$ cat src/rtl/lpbk_pkg.sv
package lpbk_pkg;

  typedef enum logic [2:0] {
    ST_IDLE  = 3'd0,
    ST_BURST = 3'd1,
    ST_TSEQ  = 3'd2,
    ST_TS1   = 3'd3,
    ST_TS2   = 3'd4,
    ST_CPAT  = 3'd5,
    ST_FAIL  = 3'd6
  } seq_state_t;

  localparam logic [2:0] PAT_NONE = 3'd0;
  localparam logic [2:0] PAT_TSEQ = 3'd1;
  localparam logic [2:0] PAT_TS1  = 3'd2;
  localparam logic [2:0] PAT_TS2  = 3'd3;
  localparam logic [2:0] PAT_CPAT = 3'd4;

  typedef struct packed {
    logic       trig;
    logic       sw;
    logic [2:0] pat;
    logic [2:0] expt;
    logic       lpbk;
    logic       fail;
  } seq_out_t;

  // Output image for a given state (trigger handled separately)
  function automatic seq_out_t decode_state(seq_state_t s);
    seq_out_t o;
    o = '0;
    case (s)
      ST_BURST: begin o.sw = 1'b1; o.pat = PAT_TSEQ; o.expt = PAT_TSEQ; end
      ST_TSEQ:  begin o.pat = PAT_TSEQ; o.expt = PAT_TSEQ; end
      ST_TS1:   begin o.pat = PAT_TS1;  o.expt = PAT_TS1;  end
      ST_TS2:   begin o.pat = PAT_TS2;  o.expt = PAT_TS2; o.lpbk = 1'b1; end
      ST_CPAT:  begin o.pat = PAT_CPAT; o.expt = PAT_CPAT; end
      ST_FAIL:  begin o.fail = 1'b1; end
      default:  o = '0;
    endcase
    return o;
  endfunction

endpackage

$ cat src/rtl/lpbk_evt_cnt.sv
module lpbk_evt_cnt #(
  parameter int W = 9
) (
  input  logic         clk,
  input  logic         rst,
  input  logic         clr,
  input  logic         inc,
  input  logic [W-1:0] target,
  output logic         hit
);
  localparam int XW = W + 1;

  logic [W-1:0]  cnt;
  logic [XW-1:0] cnt_next;

  assign cnt_next = {1'b0, cnt} + XW'(1);
  // A target of 0 behaves as 1: the first event completes
  assign hit = inc && (cnt_next >= {1'b0, target});

  always_ff @(posedge clk) begin
    if (rst || clr) begin
      cnt <= '0;
    end else if (inc) begin
      cnt <= cnt_next[W-1:0];
    end
  end
endmodule

$ cat src/rtl/lpbk_stage_wdog.sv
module lpbk_stage_wdog #(
  parameter int W = 16
) (
  input  logic         clk,
  input  logic         rst,
  input  logic         clr,
  input  logic         en,
  input  logic [W-1:0] limit,
  output logic         expired
);
  logic [W-1:0] cnt;
  logic         armed;

  assign armed   = (limit != '0);
  assign expired = en && armed && (cnt == limit);

  always_ff @(posedge clk) begin
    if (rst || clr) begin
      cnt <= '0;
    end else if (en && armed && (cnt != limit)) begin
      cnt <= cnt + W'(1);
    end
  end
endmodule

$ cat src/rtl/lpbk_out_reg.sv
module lpbk_out_reg
  import lpbk_pkg::*;
(
  input  logic     clk,
  input  logic     rst,
  input  seq_out_t d,
  output seq_out_t q
);
  always_ff @(posedge clk) begin
    if (rst) begin
      q <= '0;
    end else begin
      q <= d;
    end
  end
endmodule

$ cat src/rtl/lpbk_entry_seq.sv
module lpbk_entry_seq
  import lpbk_pkg::*;
#(
  parameter int BURST_W = 9,
  parameter int REP_W   = 8,
  parameter int TMO_W   = 16
) (
  input  logic               clk,
  input  logic               rst,
  input  logic               restart,
  input  logic               chk_err,
  input  logic               burst_done,
  input  logic               stage_done,
  input  logic [BURST_W-1:0] burst_cfg,
  input  logic [REP_W-1:0]   stage_reps,
  input  logic [TMO_W-1:0]   stage_tmo,
  output logic               trig_out,
  output logic               sw_sel,
  output logic [2:0]         pat_sel,
  output logic [2:0]         exp_sel,
  output logic               lpbk_bit,
  output logic               fail_flag
);

  seq_state_t state, state_nxt;
  logic       in_train;
  logic       stage_chg;
  logic       burst_hit;
  logic       rep_hit;
  logic       tmo_hit;
  seq_out_t   out_d, out_q;

  assign in_train  = (state == ST_TSEQ) || (state == ST_TS1) || (state == ST_TS2);
  assign stage_chg = (state_nxt != state);

  lpbk_evt_cnt #(.W(BURST_W)) u_burst_cnt (
    .clk    (clk),
    .rst    (rst),
    .clr    (stage_chg),
    .inc    ((state == ST_BURST) && burst_done),
    .target (burst_cfg),
    .hit    (burst_hit)
  );

  lpbk_evt_cnt #(.W(REP_W)) u_rep_cnt (
    .clk    (clk),
    .rst    (rst),
    .clr    (stage_chg),
    .inc    (in_train && stage_done),
    .target (stage_reps),
    .hit    (rep_hit)
  );

  lpbk_stage_wdog #(.W(TMO_W)) u_wdog (
    .clk     (clk),
    .rst     (rst),
    .clr     (stage_chg),
    .en      ((state == ST_BURST) || in_train),
    .limit   (stage_tmo),
    .expired (tmo_hit)
  );

  always_comb begin
    state_nxt = state;
    if (restart) begin
      state_nxt = ST_IDLE;
    end else begin
      case (state)
        ST_IDLE:  if (chk_err) state_nxt = ST_BURST;
        ST_BURST: if (tmo_hit) state_nxt = ST_FAIL;
                  else if (burst_hit) state_nxt = ST_TSEQ;
        ST_TSEQ:  if (tmo_hit) state_nxt = ST_FAIL;
                  else if (rep_hit) state_nxt = ST_TS1;
        ST_TS1:   if (tmo_hit) state_nxt = ST_FAIL;
                  else if (rep_hit) state_nxt = ST_TS2;
        ST_TS2:   if (tmo_hit) state_nxt = ST_FAIL;
                  else if (rep_hit) state_nxt = ST_CPAT;
        ST_CPAT:  state_nxt = ST_CPAT;
        ST_FAIL:  state_nxt = ST_FAIL;
        default:  state_nxt = ST_IDLE;
      endcase
    end
  end

  always_ff @(posedge clk) begin
    if (rst) begin
      state <= ST_IDLE;
    end else begin
      state <= state_nxt;
    end
  end

  always_comb begin
    out_d      = decode_state(state_nxt);
    out_d.trig = (state == ST_IDLE) && chk_err && !restart;
  end

  lpbk_out_reg u_out (
    .clk (clk),
    .rst (rst),
    .d   (out_d),
    .q   (out_q)
  );

  assign trig_out  = out_q.trig;
  assign sw_sel    = out_q.sw;
  assign pat_sel   = out_q.pat;
  assign exp_sel   = out_q.expt;
  assign lpbk_bit  = out_q.lpbk;
  assign fail_flag = out_q.fail;

endmodule

$ cat config.mk
export PLATFORM = sky130hd
export DESIGN_NAME = lpbk_entry_seq
export DESIGN_NICKNAME = d
export VERILOG_FILES = /design/src/rtl/lpbk_pkg.sv /design/src/rtl/lpbk_evt_cnt.sv /design/src/rtl/lpbk_stage_wdog.sv /design/src/rtl/lpbk_out_reg.sv /design/src/rtl/lpbk_entry_seq.sv
export SDC_FILE = /design/constraint.sdc
export NUM_CORES = 1
export LEC_CHECK = 0
export BUFFER_PORTS_ARGS = -buffer_cell sky130_fd_sc_hd__buf_2
export CAP_MARGIN = 20
export CORE_MARGIN = 3
export CORE_UTILIZATION = 35
export CTS_BUF_LIST = sky130_fd_sc_hd__clkbuf_8
export DETAILED_ROUTE_END_ITERATION = 16
export PLACE_DENSITY_LB_ADDON = 0.1
export SYNTH_ARGS = -nofsm -noshare
export SYNTH_HDL_FRONTEND = slang
export SYNTH_SLANG_ARGS = --single-unit
export TNS_END_PERCENT = 10
$ cat constraint.sdc
create_clock -name clk -period 3.85 [get_ports clk]
set_input_delay 0.77 -clock clk [delete_from_list [all_inputs] [get_ports clk]]
set_output_delay 0.77 -clock clk [all_outputs]
set_load 0.02 [all_outputs]
==> summary.md <==
| Metric | Value |
|---|---|
| Outcome | `finished, final reports clean` |
| Slew margin rel. | `0.548` |
| Hold EP | `u_rep_cnt.cnt[1]` |
| GPL Wtd Cong | `0.797` |
| Post-synth top flop | `dfxtp_1` |
| Worst-Margin Slew | `0.670 ns` |
| Cts repair resizes | `0` |
| Worst R2R Path Depth | `14` |
| Post CTS Setup Buffer Count | `0` |
| Number of diodes | `0` |
| Number of synthesized flops with an enable pin | `0` |
| Chip height | `96.7 µm` |
| CTS Hold Bufs | `0` |
| Critical path capture point type | `flip-flop` |
| Fin. Hold Viols | `0` |
| Number of global-route vias before repair | `2442` |
| Critical Path Fanout Max | `9` |
| Initial Util | `0.367` |
| Worst hold path class | `reg -> reg` |
| Area of the core | `0.00785 mm²` |
| Maxcap violations | `0` |
| Register area share after synthesis | `0.299` |
| # rows | `32` |
| DR pass1 iterations | `4` |
| RSZ-0062 raised after global routing | `false` |
| Hold Crit Depth | `2` |
| Reg2reg start | `u_rep_cnt.cnt[0]` |
| Final Cycle Share | `0.939` |
| Drt drc | `0` |
| Final setup TNS | `0 ns` |
| Largest stage delay, worst path | `0.45 ns` |
| Grt ovf | `0` |
| YS warnings | `0` |
| Clk_skew | `0.0106 ns` |
| Power Internal | `685 µW` |
| Clk Latency, worst-skew pair | `0.30 ns` |
| Nets | `438` |
| Final wirelength | `6880 µm` |
| Power share of the combinational group | `0.113` |
| WL per Instance | `14.3 µm` |
| Top Ports | `49` |
| Static Leakage | `1.53 nW` |
| Crit path time final | `3.62 ns` |
| Critical Path, Cell by Cell | `ha_1 -> and3_4 -> and3_4 -> xor2_1 -> ha_1 -> a21oi_1 -> and2b_1 -> a311o_1 -> o2111ai_2 -> a21oi_1 -> a2111o_1 -> o2111ai_4 -> buf_6 -> a21oi_1` |
| Pin count of the biggest net entering global routing | `21` |
| Via/cell ratio | `5.15` |
| Number of I/O port buffers | `48` |
| Critical Path RT | `4.03 ns` |
| CTS Buffer Depth | `2` |
| Reg-to-Reg End | `u_wdog.cnt[3]` |
| Clock power frac | `0.391` |
| Origin of the worst min-delay path | `u_rep_cnt.cnt[1]` |
| CTS root buf | `clkbuf_8` |
| Layout cells sized above 1 | `0.200` |
| Critical-path top delay cell | `a2111o_1` |
| Library cells used by synthesis | `53` |
| Critical Path Most Common Cell | `a21oi_1` |
| Detailed Place HPWL | `5200 µm` |
| CTS tree | `yes` |
| CTS buffer count | `5` |
| WS Path Type | `reg -> reg` |
| Mapped Area | `0.00288 mm²` |
| All-Layer GR Usage | `0.147` |
| Wire length of the first global-routing pass | `11700 µm` |
| Finished Core Util | `0.425` |
| Fmax | `0.276 GHz` |
| Sink count of the clock tree | `43` |
| Antenna violations before repair | `0` |
| Syn Area/Cell | `8.64 µm²` |
| Psw | `225 µW` |
| Final setup fails | `0` |
| Worst endpoint data arrival time | `3.80 ns` |
| #FFs+latches synth | `43` |
| Flop2flop setup slack | `0.23 ns` |
| Seq pwr share | `0.496` |
| Power Density | `273 mW/mm²` |
| Sw frac | `0.247` |
| Peak VDD IR | `0.126 mV` |
| Area Overhead vs Synth | `15.9%` |
| Crit start category | `flip-flop` |
| H-tree Lvls | `2` |
| Routed via count | `2481` |
| Die Wd | `96.7 µm` |
| Remaining antenna violation count | `0` |
| Iter 0 DRT Violations | `84` |
| Syn_nets | `392` |
| Cells after Synth | `333` |
| Worst-path clk slew | `0.09 ns` |
| Ys async rst share | `0` |
| Max-slew violation count | `0` |
| Die area | `0.00935 mm²` |
Yosys cell counts (4+ instances only):
master / number / share of area
nor3_1: 6 / 0.010
a21oi_1: 36 / 0.063
buf_2: 5 / 0.0087
and3_1: 10 / 0.022
nand2b_1: 5 / 0.011
nand3_1: 16 / 0.028
nor2_1: 15 / 0.020
o21ai_0: 5 / 0.0087
dfxtp_1: 43 / 0.30
a21o_1: 4 / 0.010
nand4_1: 8 / 0.017
xor2_1: 48 / 0.15
nor4_1: 9 / 0.020
mux2i_1: 4 / 0.014
xnor2_1: 11 / 0.033
ha_1: 20 / 0.087
inv_1: 18 / 0.023
buf_4: 4 / 0.010
nand2_1: 16 / 0.021
critical path: cells and delay by family, from the launching register on:
kind | cells | cell delay, ns
compound gates | 7 | 1.64
simple gates | 3 | 0.60
fa+ha+maj | 2 | 0.49
flops | 1 | 0.39
buf+inv | 1 | 0.20
xor+xnor | 1 | 0.17
per-stage QoR:
stage | setup WS [ns] | cells | power, mW | hold slack, ns | cell area, µm²
after global routing | 0.0124 | 482 | 0.951 | 0.587 | 3340
after global placement | 0.261 | 472 | 0.555 | 0.554 | 3180
final | 0.233 | 482 | 0.909 | 0.549 | 3340
after floorplan | 0.552 | 333 | 0.517 | 0.506 | 2880
after detailed placement | 0.175 | 472 | 0.555 | 0.540 | 3180
after CTS | 0.147 | 480 | 0.914 | 0.552 | 3290
metal layers:
metal / track usage / vias up / wire length [µm] / part of all wire
met2: 0.225 / 56 / 3020 / 0.44
met4: 0.0389 / 0 / 80 / 0.012
li1: - / 1266 / - / -
met5: 0 / - / 0 / 0
met3: 0.0303 / 8 / 272 / 0.040
met1: 0.209 / 1151 / 3500 / 0.51
cell usage in the layout (no fill, tap or decap), drive strengths merged, types with 3 or more instances in the layout:
| cell | synthesis | layout |
|---|---|---|
| and3 | 13 | 13 |
| a21oi | 39 | 39 |
| nand2b | 5 | 5 |
| buf | 12 | 54 |
| xnor2 | 11 | 11 |
| mux2i | 4 | 4 |
| o2111ai | 3 | 3 |
| nor3 | 7 | 7 |
| nor2b | 3 | 3 |
| nor2 | 16 | 16 |
| o211ai | 3 | 3 |
| xor2 | 48 | 48 |
| dfxtp | 43 | 43 |
| ha | 20 | 20 |
| clkbuf | 3 | 5 |
| inv | 18 | 18 |
| a21o | 4 | 4 |
| nand4 | 8 | 8 |
| nand3 | 16 | 16 |
| nand2 | 16 | 16 |
| o21ai | 6 | 6 |
| nor4 | 9 | 9 |
state kept, by name (all words and copies together), names as in the netlist:
signal           count
u_out.q              7
u_wdog.cnt          16
u_rep_cnt.cnt        8
u_burst_cnt.cnt      9
state                3
how the worst max path moves through the flow:
| stage | depth (start not counted) | startpoint | endpoint |
|---|---|---|---|
| after global routing | 14 | u_rep_cnt.cnt[0] | u_wdog.cnt[8] |
| after detailed placement | 14 | u_rep_cnt.cnt[0] | u_wdog.cnt[3] |
| after CTS | 14 | u_rep_cnt.cnt[0] | u_wdog.cnt[3] |
| after floorplan | 14 | u_rep_cnt.cnt[0] | u_burst_cnt.cnt[6] |
| after global placement | 14 | u_rep_cnt.cnt[0] | u_wdog.cnt[8] |
| final | 14 | u_rep_cnt.cnt[0] | u_wdog.cnt[3] |
power by group through the flow:
stage	Sequential, mW	Combinational [mW]	Clock [mW]
after floorplan	0.462	0.0558	0
after CTS	0.451	0.0943	0.369
after detailed placement	0.461	0.0937	0
after global routing	0.452	0.115	0.385
after global placement	0.461	0.0939	0
final	0.451	0.103	0.356
cell type report:
| type | instances | area (µm²) |
|---|---|---|
| Clock buffer | 5 | 68.8 |
| Clock inverter | 3 | 43.8 |
| Fill cell | 841 | 4510 |
| Inverter | 18 | 67.6 |
| Multi-Input combinational cell | 257 | 1870 |
| Sequential cell | 43 | 861 |
| Tap cell | 102 | 128 |
| Timing Repair Buffer | 54 | 300 |
logic make-up after synthesis:
family,count (synthesis),share of synthesized area
flops,43,0.299
simple gates,105,0.203
fa+ha+maj,20,0.0870
xor+xnor,59,0.180
compound gates,69,0.159
buf+inv,33,0.0583
mux,4,0.0139
No activity file was read; power rests on OpenSTA's default activity.
